==> config.mk <==
export PLATFORM = sky130hd
export DESIGN_NAME = rst_intr_bcast
export DESIGN_NICKNAME = d
export VERILOG_FILES = /design/src/rtl/rst_intr_bcast.sv
export SDC_FILE = /design/constraint.sdc
export NUM_CORES = 1
export LEC_CHECK = 0
export BUFFER_PORTS_ARGS = -buffer_cell sky130_fd_sc_hd__buf_2
export CAP_MARGIN = 0
export CORE_ASPECT_RATIO = 1.1
export CORE_UTILIZATION = 50
export CTS_CLUSTER_DIAMETER = 200
export DETAILED_ROUTE_END_ITERATION = 10
export PLACE_DENSITY = 0.81
export SYNTH_ARGS = -nofsm -noshare
export SYNTH_HDL_FRONTEND = slang
export SYNTH_SLANG_ARGS = --single-unit
==> constraint.sdc <==
create_clock -name clk -period 2.9 [get_ports clk]
set_input_delay 0 -clock clk [delete_from_list [all_inputs] [get_ports clk]]
set_output_delay 0 -clock clk [all_outputs]
set_load 0.01 [all_outputs]
==> src/rtl/rst_intr_bcast.sv <==
module rst_intr_bcast #(
  parameter int CORE_W = 3,
  parameter int THR_W  = 3,
  parameter int NTHR   = 1 << (CORE_W + THR_W),
  parameter int CNT_W  = CORE_W + THR_W + 1,
  parameter int PKT_W  = 146
) (
  input  logic             clk,
  input  logic             sys_rst,
  input  logic             rst_req_n,
  input  logic [NTHR-1:0]  steer_mask,
  input  logic             pkt_ready,
  output logic [PKT_W-1:0] pkt_data,
  output logic [CNT_W-1:0] pkt_count,
  output logic             done
);
  localparam int IDX_W  = CORE_W + THR_W;
  localparam int B_VLD  = 145;
  localparam int B_TYPH = 144;
  localparam int B_TYPL = 141;
  localparam int B_TID0 = 134;
  localparam int B_SUBL = 14;
  localparam int B_CID  = 11;
  localparam int B_TID1 = 8;
  localparam logic [3:0] PKT_TYPE = 4'b0111;
  localparam logic [1:0] PKT_SUB  = 2'b01;
  localparam logic [5:0] PKT_VEC  = 6'b000011;

  typedef enum logic [1:0] {S_IDLE, S_ISSUE, S_SEND, S_DONE} st_t;

  st_t              st;
  logic             req_prev;
  logic [NTHR-1:0]  pend;
  logic [PKT_W-1:0] pkt_q;
  logic [CNT_W-1:0] cnt_q;
  logic [IDX_W-1:0] nxt_idx;
  logic             any_pend;

  function automatic logic [PKT_W-1:0] encode(input logic [IDX_W-1:0] ix);
    logic [PKT_W-1:0] p;
    p = '0;
    p[B_VLD] = 1'b1;
    p[B_TYPH:B_TYPL] = PKT_TYPE;
    p[B_TID0 +: THR_W] = ix[THR_W-1:0];
    p[B_SUBL +: 2] = PKT_SUB;
    p[B_CID +: CORE_W] = ix[IDX_W-1:THR_W];
    p[B_TID1 +: THR_W] = ix[THR_W-1:0];
    p[5:0] = PKT_VEC;
    return p;
  endfunction

  always_comb begin
    nxt_idx = '0;
    for (int k = NTHR - 1; k >= 0; k--)
      if (pend[k]) nxt_idx = IDX_W'(k);
  end

  assign any_pend  = |pend;
  assign pkt_data  = pkt_q;
  assign pkt_count = cnt_q;
  assign done      = (st == S_DONE);

  always_ff @(posedge clk) begin
    if (sys_rst) begin
      st       <= S_IDLE;
      req_prev <= 1'b0;
      pend     <= '0;
      pkt_q    <= '0;
      cnt_q    <= '0;
    end else begin
      req_prev <= rst_req_n;
      case (st)
        S_IDLE:
          if (req_prev && !rst_req_n) begin
            pend  <= steer_mask;
            cnt_q <= '0;
            st    <= S_ISSUE;
          end
        S_ISSUE:
          if (!any_pend) st <= S_DONE;
          else begin
            pkt_q <= encode(nxt_idx);
            st    <= S_SEND;
          end
        S_SEND:
          if (pkt_ready) begin
            pkt_q         <= '0;
            pend[nxt_idx] <= 1'b0;
            cnt_q         <= cnt_q + 1'b1;
            st            <= S_ISSUE;
          end
        S_DONE:
          if (rst_req_n) begin
            pend  <= '0;
            cnt_q <= '0;
            st    <= S_IDLE;
          end
        default: st <= S_IDLE;
      endcase
    end
  end

  assert_hold_R7: assert property (@(posedge clk) disable iff (sys_rst)
    pkt_data[B_VLD] && !pkt_ready |=> pkt_data[B_VLD] && $stable(pkt_data));

  assert_gap_R6: assert property (@(posedge clk) disable iff (sys_rst)
    pkt_data[B_VLD] && pkt_ready |=> !pkt_data[B_VLD]);

  assert_tid_dup_R4: assert property (@(posedge clk) disable iff (sys_rst)
    pkt_data[B_VLD] |-> pkt_data[B_TID0 +: THR_W] == pkt_data[B_TID1 +: THR_W]);

  assert_hdr_R5: assert property (@(posedge clk) disable iff (sys_rst)
    pkt_data[B_VLD] |-> pkt_data[B_TYPH:B_TYPL] == PKT_TYPE &&
                        pkt_data[B_SUBL +: 2] == PKT_SUB && pkt_data[5:0] == PKT_VEC);

  assert_cnt_R3: assert property (@(posedge clk) disable iff (sys_rst)
    pkt_count <= CNT_W'(NTHR));

  assert_done_hold_R9: assert property (@(posedge clk) disable iff (sys_rst)
    done && !rst_req_n |=> done);

  assert_done_idle_R9: assert property (@(posedge clk) disable iff (sys_rst)
    done |-> !pkt_data[B_VLD]);
endmodule

Word level (Yosys, flattened, before mapping) --
Index checks and enable logic that the tools add are counted.
Storage, ports and cells: word-level logic and storage cells 109, input bits 68, register bits 220, output and inout port bits 154
Cells by class: $lt $le $gt $ge 2, $add $sub $neg 1, reduce and logical (&&, ||, !) cells 10, equal/unequal tests 7, bitwise operators 2, muxes and demuxes 82
Operators by type and width (count):
- $mux W6 | 64
- $mux W146 | 2
- $pmux W146 S2 | 1
- $mux W64 | 3
- $pmux W64 S3 | 1
- $and A64 B64 Y64 | 1
- $not A64 Y64 | 1
- $reduce_or A64 Y1 | 1
- $mux W7 | 3
- $pmux W7 S3 | 1
- $ne A2 B2 Y1 const B | 4
- $pmux W2 S4 | 1
- $add A7 B1 Y7 const B | 1
- $lt A6 B7 Y1 const B | 1
- $demux W1 S6 | 1
- $ge A6 B1 Y1 const B | 1
- $mux W2 | 3
- $reduce_and A3 Y1 | 2
- $eq A2 B2 Y1 const B | 2
- $reduce_and A4 Y1 | 1
- $reduce_bool A3 Y1 | 1
- $eq A2 B1 Y1 const B | 1
- $logic_and A1 B1 Y1 | 2
- $logic_not A2 Y1 | 1
- other kinds (3) | 4

Logic depth before layout (Yosys ltp) --
Gate-level depths: netlist of run 1.
depth in word-level cells 72, gate-level depth with buffers 9

Least setup slack after synthesis of run 1 --
Ideal clock, no wire load.
path kind register to register, start point register pend[20], end point register pend[15], stages on the path, launching flop included 9, buffers on the path 1, period minus slack after synthesis 2.633 ns, slack 0.267 ns, data required time 2.780 ns, data arrival time 2.514 ns, cell sequence dfxtp_1 > or4_4 > or4b_4 > or3_1 > a21oi_1 > and2_1 > buf_4 > o21ai_1 > o31a_1
On the way: cells in the longest elaborated chain, start to end 29, elaborated cells on any way between the ends 30
RTL lines:
- start, declared | line 33 | logic [NTHR-1:0] pend;
- start signal, assigned | line 75 | pend <= steer_mask;
- $mux W6 * (21 in series) | line 55 | if (pend[k]) nxt_idx = IDX_W'(k);
- $lt A6 B7 Y1 (implied by the code) / $ge A6 B1 Y1 (equally long branches) | line 88 | pend[nxt_idx] <= 1'b0;
- $logic_and A1 B1 Y1 (implied by the code) | line 88
- $mux W1 (implied by the code) | line 88
- $demux W1 S6 * | line 88
- $not A64 Y64 (no line) *
- $and A64 B64 Y64 (no line) *
- $mux W64 * | line 86 | if (pkt_ready) begin
- $pmux W64 S3 * | line 72 | case (st)
Mark *: on every way between the ends. The rest lies on a longest branch, timed or not. The select of a mux whose other input is x is not followed. A chain may end at the register's enable or synchronous reset.

Final worst setup path of run 1 --
start point register pend[57], end point register pend[61]
On the way: cells in the longest elaborated chain, start to end 66, elaborated cells on any way between the ends 67
RTL lines (line):
- $mux W6 * (58 in series) | 55
- $lt A6 B7 Y1 (implied by the code) / $ge A6 B1 Y1 (equally long branches) | 88
- $logic_and A1 B1 Y1 (implied by the code) | 88
- $mux W1 (implied by the code) | 88
- $demux W1 S6 * | 88
- $not A64 Y64 (no line) *
- $and A64 B64 Y64 (no line) *
- $mux W64 * | 86
- $pmux W64 S3 * | 72
Marked as above.

==> metrics.md, run 1 <==
| Metric | Value |
|---|---|
| Result of the run | `finished clean` |
| Clock Sink Count | `81` |
| Highest ir drop seen on vdd | `0.0003501 V` |
| Share of the clock period used by the worst path after layout | `97.71%` |
| Cell area power density | `656.5 nW/µm²` |
| Leading post-synthesis cells by cell area | `sky130_fd_sc_hd__dfxtp_1 (27%), sky130_fd_sc_hd__buf_4 (18%), sky130_fd_sc_hd__a22oi_1 (8.5%)` |
| Vertical extent of the die | `116.3 µm` |
| First DRT Iteration DRCs | `846` |
| Type of destination of the critical path | `flip-flop` |
| Number of hold violations in the final report | `0` |
| Number of antenna violations at the first check in global routing | `0` |
| Number of flops mapped to enable cells by yosys | `0` |
| Number of buffers on the longest clock path | `2` |
| Unique cell type count in the Yosys netlist | `60` |
| Max Cap Violations | `0` |
| Startpoint of the worst hold path | `steer_mask[24]` |
| Commonest cells post-synth | `sky130_fd_sc_hd__buf_4 (140), sky130_fd_sc_hd__dfxtp_1 (81), sky130_fd_sc_hd__a22oi_1 (67), sky130_fd_sc_hd__nor2_1 (63), sky130_fd_sc_hd__nand2_1 (59)` |
| Most repeated cell in the gate-level netlist after synthesis | `sky130_fd_sc_hd__buf_4` |
| Number of failing setup endpoints in the final timing report | `0` |
| Share of cells above drive strength 1 | `20.21%` |
| Maximum level of the CTS H-tree | `3` |
| Placeable core area | `11540 µm²` |
| DRC Markers | `0` |
| WHS Path Cells | `3` |
| Final RePlAce weighted congestion | `1.018` |
| Global route total overflow | `0` |
| Type of the tightest min-delay check | `in -> reg` |
| Vias in the first global route | `5757` |
| Max stage delay cell, worst path | `sky130_fd_sc_hd__or4_1` |
| Sequence of cells on the critical path | `or4_1 -> o2111a_1 -> o2111ai_1 -> a22o_1 -> o21ai_0 -> nor3_1 -> buf_4 -> a311oi_1` |
| Post-layout nets | `1004` |
| Overall track demand over capacity in global routing | `30.97%` |
| Worst max-slew margin expressed relative to the limit | `48.14%` |
| Synth top area share | `27.30%` |
| Reported leakage power | `3.166 nW` |
| Clock buffers created by TritonCTS | `9` |
| Endpoint, Worst Hold | `pend[24]` |
| First drt pass iteration count | `6` |
| Area of the mapped netlist | `5941 µm²` |
| Setup repair after global routing missed its margin | `no` |
| ANT cells | `0` |
| Row count | `41` |
| Number of storage elements in the synthesis netlist | `81` |
| Final count of pins violating max slew | `0` |
| Critical path start-end classification | `reg -> reg` |
| Post-CTS clock slew at the launch and capture registers of the worst setup and hold paths | `0.06 ns` |
| Mean number of vias per cell | `5.935` |
| Stage delay of the slowest cell on the critical path | `0.58 ns` |
| Largest net degree at the start of global routing | `64` |
| Yosys top cell by area | `sky130_fd_sc_hd__dfxtp_1` |
| Delay-heaviest family, CP | `compound AO/OA/AOI/OAI gates` |
| Post-synth top flop | `sky130_fd_sc_hd__dfxtp_1` |
| Share of flip-flops with an asynchronous set or reset after synthesis | `0%` |
| Number of nets with antenna violations after detailed routing | `0` |
| Number of instances in the synthesized netlist | `775` |
| Worst Tran Pin Value | `0.7780 ns` |
| # IOs | `222` |
| Total length of routed wires | `19370 µm` |
| Arrival time at the worst endpoint | `3.03 ns` |
| Critical Path Start Type | `flip-flop` |
| Fill cell total of the finished layout | `1041` |
| Endpoint of the most critical register-to-register path | `pend[61]` |
| Synth Area per Inst | `7.665 µm²` |
| Max Clk Rate | `0.3529 GHz` |
| Least setup slack across all paths after layout | `0.06655 ns` |
| YS warnings | `0` |
| Overall die area | `12320 µm²` |
| Buf+Inv Stages, Crit Path | `1` |
| Cells on worst reg2reg path | `8` |
| Required time at the worst-slack endpoint | `3.09 ns` |
| Fin Setup TNS | `0 ns` |
| Global-route wire length before repair | `29580 µm` |
| Mean routed wirelength per cell | `17.77 µm` |
| Cell at the root of the clock tree | `sky130_fd_sc_hd__clkbuf_16` |
| Clock tree from TritonCTS | `built` |
| Minimum period implied by the final worst setup slack | `2.833 ns` |
| Critical R2R Launch | `pend[57]` |
| Clock latency at the later pin of the worst-skew pair | `0.35 ns` |
| Critical path fanouts, max | `6` |
| Worst-case setup slack after placement | `0.1513 ns` |
| Starting density of the core | `51.47%` |
| Sequential-to-total area share from yosys stat | `27.30%` |
| PortBufs | `91` |
| Reg-to-reg slack, setup | `0.07 ns` |
| Half-perimeter wire length after detailed placement | `13500 µm` |
| Maximum clock skew at final layout | `0.006478 ns` |
| Total via count after detailed routing | `6469` |
| Area growth syn-to-layout | `21.46%` |
| Die width | `105.9 µm` |
-- cells in the final DEF, fill, tap and decap left out, types with 4 or more instances in the layout --
cell                              n
sky130_fd_sc_hd__conb_1         130
sky130_fd_sc_hd__buf_2           91
sky130_fd_sc_hd__dfxtp_1         81
sky130_fd_sc_hd__a22oi_1         67
sky130_fd_sc_hd__nor2_1          62
sky130_fd_sc_hd__nand2_1         59
sky130_fd_sc_hd__buf_4           53
sky130_fd_sc_hd__dlygate4sd3_1   48
sky130_fd_sc_hd__a311oi_1        38
sky130_fd_sc_hd__inv_1           33
sky130_fd_sc_hd__a21oi_1         28
sky130_fd_sc_hd__o21ai_0         23
sky130_fd_sc_hd__nor4_1          19
sky130_fd_sc_hd__nor3_1          18
sky130_fd_sc_hd__o31a_1          16
sky130_fd_sc_hd__or2_2           14
sky130_fd_sc_hd__nor2b_1         11
sky130_fd_sc_hd__a31oi_1         11
sky130_fd_sc_hd__nand2b_1        10
sky130_fd_sc_hd__a211oi_1        10
sky130_fd_sc_hd__clkbuf_16        9
sky130_fd_sc_hd__and2_1           7
sky130_fd_sc_hd__nand3_1          7
sky130_fd_sc_hd__o21ai_1          6
sky130_fd_sc_hd__or4_1            5
sky130_fd_sc_hd__nand4_1          5
sky130_fd_sc_hd__or3_1            5
sky130_fd_sc_hd__o211ai_1         4
sky130_fd_sc_hd__o31ai_1          4
sky130_fd_sc_hd__nor3b_1          4
sky130_fd_sc_hd__bufinv_16        4
-- tightest hold or removal path: cells and delay by family --
family,cells,cell delay [ns]
AOI/OAI and AO/OA,2,0.22
buffers and inverters,1,0.10
-- worst max-delay path by stage --
stage | from | to | slack (ns) | cells past startpoint
after floorplan | pend[20] | pend[15] | 0.27 | 8
after global placement | pend[57] | pend[61] | 0.19 | 8
after detailed placement | pend[24] | pend[7] | 0.15 | 7
after CTS | pend[24] | pend[6] | 0.12 | 7
after global routing | pend[25] | pend[6] | 0.01 | 7
final | pend[57] | pend[61] | 0.07 | 8
-- what timing repair did --
item | CTS | global route
hold buffers | 48 | 0
hold endpoints to repair | 50 | 0
buffers inserted | 0 | 0
setup endpoints to repair | 0 | 4
gates resized for setup | 0 | 5
-- through the flow --
step / cell area [µm²] / hold WS (ns) / std cells / util (%) / power (mW)
detailed placement: 6345 / 0.2609 / 1026 / 54.97 / 3.174
CTS: 7193 / 0.008393 / 1090 / 62.32 / 4.637
global placement: 6345 / 0.2509 / 1026 / 54.97 / 3.168
floorplan: 6425 / 0.1282 / 904 / - / 2.497
finish: 7216 / 0.01450 / 1090 / 62.51 / 4.737
global route: 7216 / 0.02598 / 1090 / 62.51 / 4.900
-- routing by layer --
metal	GRT usage (%)	share of wire, %	vias to the layer above
met5	0	0	-
met4	21.11	6.1	0
met3	6.975	10	103
met2	48.63	45	472
met1	38.13	39	2988
li1	-	-	2906
-- power breakdown --
part | total [mW] | internal, mW | switching, mW
combinational | 2.00 | 0.771 | 1.23
sequential | 1.32 | 1.20 | 0.126
clock | 1.41 | 0.930 | 0.483
-- registers in the layout, indices dropped and copies added (netlist names) --
signal     cells
pend          64
pkt_data       7
pkt_count      7
req_prev       1
st             2
-- kinds of logic (layout without fill, tap and decap cells) --
logic type / count (synthesis) / after routing / share of synthesized area, %
and+or+nand+nor: 241 / 241 / 20.60
AOI/OAI and AO/OA: 240 / 240 / 29.38
buffers and inverters: 208 / 244 / 22.01
DFF: 81 / 81 / 27.30
xor gates and xnor gates: 3 / 3 / 0.4424
adders and majority gates: 1 / 1 / 0.2106
other: 1 / 130 / 0.06312
-- final cells by class --
class | count | area (µm²) | share of cell area, %
timing repair buffer | 194 | 1374 | 19.04
sequential | 81 | 1622 | 22.47
inverter | 34 | 127.6 | 1.769
tap | 150 | 187.7 | 2.601
clock inverter | 7 | 142.6 | 1.977
multi-input combinational | 615 | 3537 | 49.02
clock buffer | 9 | 225.2 | 3.121
Power figures use the tool's default switching activity.
==> inputs of run 2 (changes only) <==
MAX_ROUTING_LAYER = met4   (was unset)
==> run 2 against run 1 <==
Register-to-register slack is essentially flat. Fmax grew 0.34%. Sequential share of layout area grew 0.12 points. Largest cell class unchanged. Clock skew grew 0.0030 ns.
==> metrics.md, run 2 (synthesis results as in run 1) <==
| Metric | Value |
|---|---|
| Number of failing setup endpoints in the final timing report | `0` |
| Register area | `1622 µm²` |
| Worst max-slew margin expressed relative to the limit | `50.50%` |
| Largest net degree at the start of global routing | `64` |
| Row count | `41` |
| Mean number of vias per cell | `5.942` |
| Mean routed wirelength per cell | `17.72 µm` |
| Die width | `105.9 µm` |
| Cell at the root of the clock tree | `sky130_fd_sc_hd__clkbuf_16` |
| Post-CTS setup buffers | `0` |
| Clock tree from TritonCTS | `built` |
| Number of antenna violations at the first check in global routing | `0` |
| Max Cap Violations | `0` |
| Highest ir drop seen on vdd | `0.0003681 V` |
| Global-route wire length before repair | `29660 µm` |
| Setup repair after global routing missed its margin | `no` |
| Clock Power Share | `27.3%` |
| Area used by multi-input combinational logic | `3521 µm²` |
| Critical path fanouts, max | `7` |
| Clock buffers created by TritonCTS | `9` |
| Number of hold violations in the final report | `0` |
| Max stage delay cell, worst path | `sky130_fd_sc_hd__or4_1` |
| Fill cell total of the finished layout | `1064` |
| Cell area power density | `641.5 nW/µm²` |
| Stage delay of the slowest cell on the critical path | `0.60 ns` |
| Minimum period implied by the final worst setup slack | `2.824 ns` |
| Share of cells above drive strength 1 | `20.55%` |
| Global route total overflow | `0` |
| Highest-count cells in the layout ignoring fill and taps | `sky130_fd_sc_hd__conb_1 (130), sky130_fd_sc_hd__buf_2 (91), sky130_fd_sc_hd__dfxtp_1 (81)` |
| Switch share | `39.59%` |
| Max Clk Rate | `0.3541 GHz` |
| Final count of pins violating max slew | `0` |
| Total length of routed wires | `19380 µm` |
| Result of the run | `finished clean` |
| Final Instance Count excl. Fillers | `1094` |
| Area of placed instances | `6390 µm²` |
| Half-perimeter wire length after detailed placement | `13860 µm` |
| Combinational group share of total power | `44.0%` |
| Share of the clock period used by the worst path after layout | `97.37%` |
| Clock Sink Count | `81` |
| Post-CTS clock slew at the launch and capture registers of the worst setup and hold paths | `0.06 ns` |
| Most frequent standard cell in the layout excluding fill and tap cells | `sky130_fd_sc_hd__conb_1` |
| Fin Setup TNS | `0 ns` |
| DRC Markers | `0` |
| Most flop-heavy register | `pend` |
| Maximum level of the CTS H-tree | `3` |
| Number of nets with antenna violations after detailed routing | `0` |
| Type of destination of the critical path | `flip-flop` |
| Overall die area | `12320 µm²` |
| Overall track demand over capacity in global routing | `31.91%` |
| Arrival time at the worst endpoint | `3.06 ns` |
| Part of the power in registers | `28.7%` |
| Vertical extent of the die | `116.3 µm` |
| Critical Path Start Type | `flip-flop` |
| Area growth syn-to-layout | `20.83%` |
| Final RePlAce weighted congestion | `1.047` |
| Sequence of cells on the critical path | `or4_1 -> or4b_4 -> or3_1 -> a21oi_1 -> and2b_2 -> o21ai_1 -> o31a_1` |
| Total via count after detailed routing | `6501` |
| Internal cell power | `2.782 mW` |
| ANT cells | `0` |
| First drt pass iteration count | `7` |
| Maximum clock skew at final layout | `0.009459 ns` |
| Vias in the first global route | `5665` |
| Type of the tightest min-delay check | `in -> reg` |
| First DRT Iteration DRCs | `755` |
| Worst Tran Pin Value | `0.7397 ns` |
| Reported leakage power | `3.161 nW` |
| PortBufs | `91` |
| Switching power of the nets | `1.823 mW` |
| Starting density of the core | `51.47%` |
| Number of buffers on the longest clock path | `2` |
| Flip-flop count of the largest register after layout | `64` |
| Post-layout nets | `1008` |
| Required time at the worst-slack endpoint | `3.13 ns` |
| Placeable core area | `11540 µm²` |
| Placed cell count | `1032` |
| Design area | `7178 µm²` |
| # IOs | `222` |
| Clock latency at the later pin of the worst-skew pair | `0.35 ns` |
| Critical path start-end classification | `reg -> reg` |
run 2: worst paths after layout:
path	start	to	slack, ns	cells past startpoint
min reg2reg	pkt_data[12]	pkt_data[12]	0.46	2
max reg2reg	pend[25]	pend[6]	0.08	7
max	pend[25]	pend[6]	0.08	7
min	steer_mask[18]	pend[18]	0.003	3
run 2: layout make-up:
cell class,instances,area share (%)
multi-input cells,615,49.05
flip-flops and latches,81,22.59
repair buffers,198,19.49
clock buffers,11,3.382
well taps,150,2.615
inverters,34,1.778
clock inverters,5,1.098
run 2: worst max-delay path, delay by kind of cell (launching register included):
kind | cells | cell delay, ns
compound gates | 3 | 0.55
simple gates | 4 | 1.82
flops | 1 | 0.35
run 2: timing repair:
action	in CTS	in global routing
setup endpoints to repair	0	1
hold endpoints to repair	48	0
resized for setup	0	1
hold buffers	46	0
run 2: power groups by stage:
stage	Sequential [mW]	Clock, mW	Combinational, mW
finish	1.32	1.26	2.03
global route	1.33	1.30	2.14
CTS	1.31	1.25	1.95
detailed placement	1.34	0	1.89
global placement	1.33	0	1.89
floorplan	1.31	0	1.19
run 2: layer usage:
metal / GRT usage, % / wire, µm / vias to the layer above
met5: - / 0 / -
met4: 17.50 / 1105 / 0
met3: 4.911 / 1910 / 98
met2: 49.85 / 8782 / 470
met1: 39.70 / 7584 / 3003
li1: - / - / 2930
run 2: per-stage QoR:
step	setup WS (ns)	power, mW	hold WS, ns	util, %
after CTS	0.1112	4.512	0.01185	62.14
after detailed placement	0.1350	3.227	0.2613	55.36
after floorplan	0.2666	2.497	0.1282	-
final	0.07624	4.605	0.002550	62.19
after global placement	0.1701	3.226	0.2581	55.36
after global routing	0.006779	4.768	0.03130	62.19
==> inputs of run 3 (changes only) <==
PLACE_DENSITY = unset   (was 0.81)
PLACE_DENSITY_LB_ADDON = 0.1   (was unset)
==> run 3 against run 2 <==
Worst setup slack improved by 0.043 ns. Sequential cell count did not move. First-iteration DRC count is 22% lower. Fmax is 1.6% higher. Count of clock-buffer cells in the layout is 1 higher. Die area stayed put. Cell count grew 0.55%.
==> metrics.md, run 3 (synthesis results as in run 1) <==
| Metric | Value |
|---|---|
| Result of the run | `finished clean` |
| Clock Sink Count | `81` |
| Fin Setup TNS | `0 ns` |
| Cell at the root of the clock tree | `sky130_fd_sc_hd__clkbuf_16` |
| Overall track demand over capacity in global routing | `34.19%` |
| Clock latency at the later pin of the worst-skew pair | `0.35 ns` |
| Number of hold violations in the final report | `0` |
| Post-route core utilization | `62.37%` |
| First drt pass iteration count | `8` |
| First DRT Iteration DRCs | `588` |
| Worst hold slack | `0.02631 ns` |
| Share of the clock period used by the worst path after layout | `95.88%` |
| Maximum clock skew at final layout | `0.004382 ns` |
| Minimum period implied by the final worst setup slack | `2.781 ns` |
| Number of buffers on the longest clock path | `2` |
| Setup repair after global routing missed its margin | `no` |
| Number of failing setup endpoints in the final timing report | `0` |
| Critical Path Start Type | `flip-flop` |
| Half-perimeter wire length after detailed placement | `14520 µm` |
| Reg-to-reg slack, setup | `0.12 ns` |
| Type of destination of the critical path | `flip-flop` |
| Worst max-slew margin expressed relative to the limit | `20.60%` |
| DRC Markers | `0` |
| End point of the critical path | `pend[39]` |
| Critical R2R Launch | `pend[22]` |
| Overall die area | `12320 µm²` |
| Reported leakage power | `3.181 nW` |
| Final count of pins violating max slew | `0` |
| # IOs | `222` |
| Global-route wire length before repair | `31410 µm` |
| Vertical extent of the die | `116.3 µm` |
| Clock tree from TritonCTS | `built` |
| Final RePlAce weighted congestion | `0.9495` |
| Endpoint of the most critical register-to-register path | `pend[39]` |
| Max Clk Rate | `0.3596 GHz` |
| Highest ir drop seen on vdd | `0.0002907 V` |
| Uppermost routed layer | `met4` |
| Area used by multi-input combinational logic | `3520 µm²` |
| Largest net degree at the start of global routing | `62` |
| Row count | `41` |
| Most frequent standard cell in the layout excluding fill and tap cells | `sky130_fd_sc_hd__conb_1` |
| Met3 Routed Length | `1449 µm` |
| Highest-count cells in the layout ignoring fill and taps | `sky130_fd_sc_hd__conb_1 (130), sky130_fd_sc_hd__buf_2 (91), sky130_fd_sc_hd__dfxtp_1 (81)` |
| Fill cell total of the finished layout | `1059` |
| Arrival time at the worst endpoint | `3.02 ns` |
| Cells on worst reg2reg path | `8` |
| Met2 wirelength from detailed routing | `9716 µm` |
| Total via count after detailed routing | `6323` |
| ANT cells | `0` |
| Most flop-heavy register | `pend` |
| Area growth syn-to-layout | `21.19%` |
| Mean number of vias per cell | `5.748` |
| Critical path fanouts, max | `8` |
| Total length of routed wires | `20150 µm` |
| Post-CTS clock slew at the launch and capture registers of the worst setup and hold paths | `0.06 ns` |
| Starting density of the core | `51.47%` |
| Global route total overflow | `0` |
| Cell area power density | `632.7 nW/µm²` |
| Critical Path Source | `pend[22]` |
| Mean routed wirelength per cell | `18.32 µm` |
| Worst Tran Pin Value | `1.191 ns` |
| Number of antenna violations at the first check in global routing | `0` |
| Vias in the first global route | `5774` |
| Critical path start-end classification | `reg -> reg` |
| Final Power | `4.555 mW` |
| Die width | `105.9 µm` |
| Placeable core area | `11540 µm²` |
| Type of the tightest min-delay check | `in -> reg` |
| PortBufs | `91` |
| Share of cells above drive strength 1 | `20.95%` |
| Maximum level of the CTS H-tree | `3` |
| Wire length on met1 | `8394 µm` |
| Required time at the worst-slack endpoint | `3.14 ns` |
| Clock buffers created by TritonCTS | `9` |
| Number of nets with antenna violations after detailed routing | `0` |
| Register area | `1622 µm²` |
| Post-layout nets | `1016` |
| Max Cap Violations | `0` |
| Flip-flop count of the largest register after layout | `64` |
run 3: cell types whose count changed in the layout (fill, tap and decap cells not counted), moves of 2 or more:
cell,delta
sky130_fd_sc_hd__buf_4,+8
sky130_fd_sc_hd__dlygate4sd3_1,+2
sky130_fd_sc_hd__buf_12,-2
sky130_fd_sc_hd__clkbuf_8,+2
sky130_fd_sc_hd__clkinv_2,-2
run 3: metal layers:
metal  GRT usage [%]  vias to the layer above
met2           55.42                      326
met5               -                        -
met3           4.743                       44
li1                -                     2938
met1           43.21                     3015
met4           13.52                        0
run 3: layout make-up:
class	count	share of cell area, %
Clock buffer	12	3.702
Sequential cell	81	22.52
Inverter	34	1.773
Multi-Input combinational cell	615	48.89
Timing Repair Buffer	206	19.99
Tap cell	150	2.607
Clock inverter	2	0.5214
run 3: worst min-delay path by stage:
stage | depth (start not counted) | endpoint | slack [ns] | startpoint
after floorplan | 1 | req_prev | 0.13 | rst_req_n
final | 4 | pend[6] | 0.03 | steer_mask[6]
after detailed placement | 2 | req_prev | 0.26 | rst_req_n
after CTS | 4 | pend[6] | 0.02 | steer_mask[6]
after global placement | 2 | req_prev | 0.25 | rst_req_n
after global routing | 3 | pend[18] | 0.04 | steer_mask[18]
run 3: repair_timing:
item                                    4_1_cts  5_1_grt
endpoints found under the hold margin        49        0
resized for setup                             0        2
hold buffers                                 48        0
setup buffers                                 0        0
endpoints found under the setup margin        0       17
run 3: critical path: stages (launching register included):
cell	delay [ns]
sky130_fd_sc_hd__dfxtp_1	0.35
sky130_fd_sc_hd__or4_4	0.52
sky130_fd_sc_hd__or4b_4	0.60
sky130_fd_sc_hd__nor3_4	0.15
sky130_fd_sc_hd__nand3_1	0.14
sky130_fd_sc_hd__buf_4	0.17
sky130_fd_sc_hd__nor2_2	0.32
sky130_fd_sc_hd__o21ai_0	0.17
sky130_fd_sc_hd__o31a_1	0.26
run 3: through the flow:
step,area [µm²],setup slack (ns),instances
final,7199,0.1194,1100
after global routing,7199,0.02633,1100
after global placement,6410,0.1618,1038
after detailed placement,6410,0.1552,1038
after CTS,7194,0.1452,1100
after floorplan,6425,0.2666,904
run 3: power by group:
part	internal [mW]	switching [mW]	leakage [nW]	total (mW)
clock network	0.728	0.457	0.147	1.18
registers	1.20	0.111	0.660	1.31
logic	0.789	1.27	2.37	2.06
total	2.72	1.84	3.18	4.56
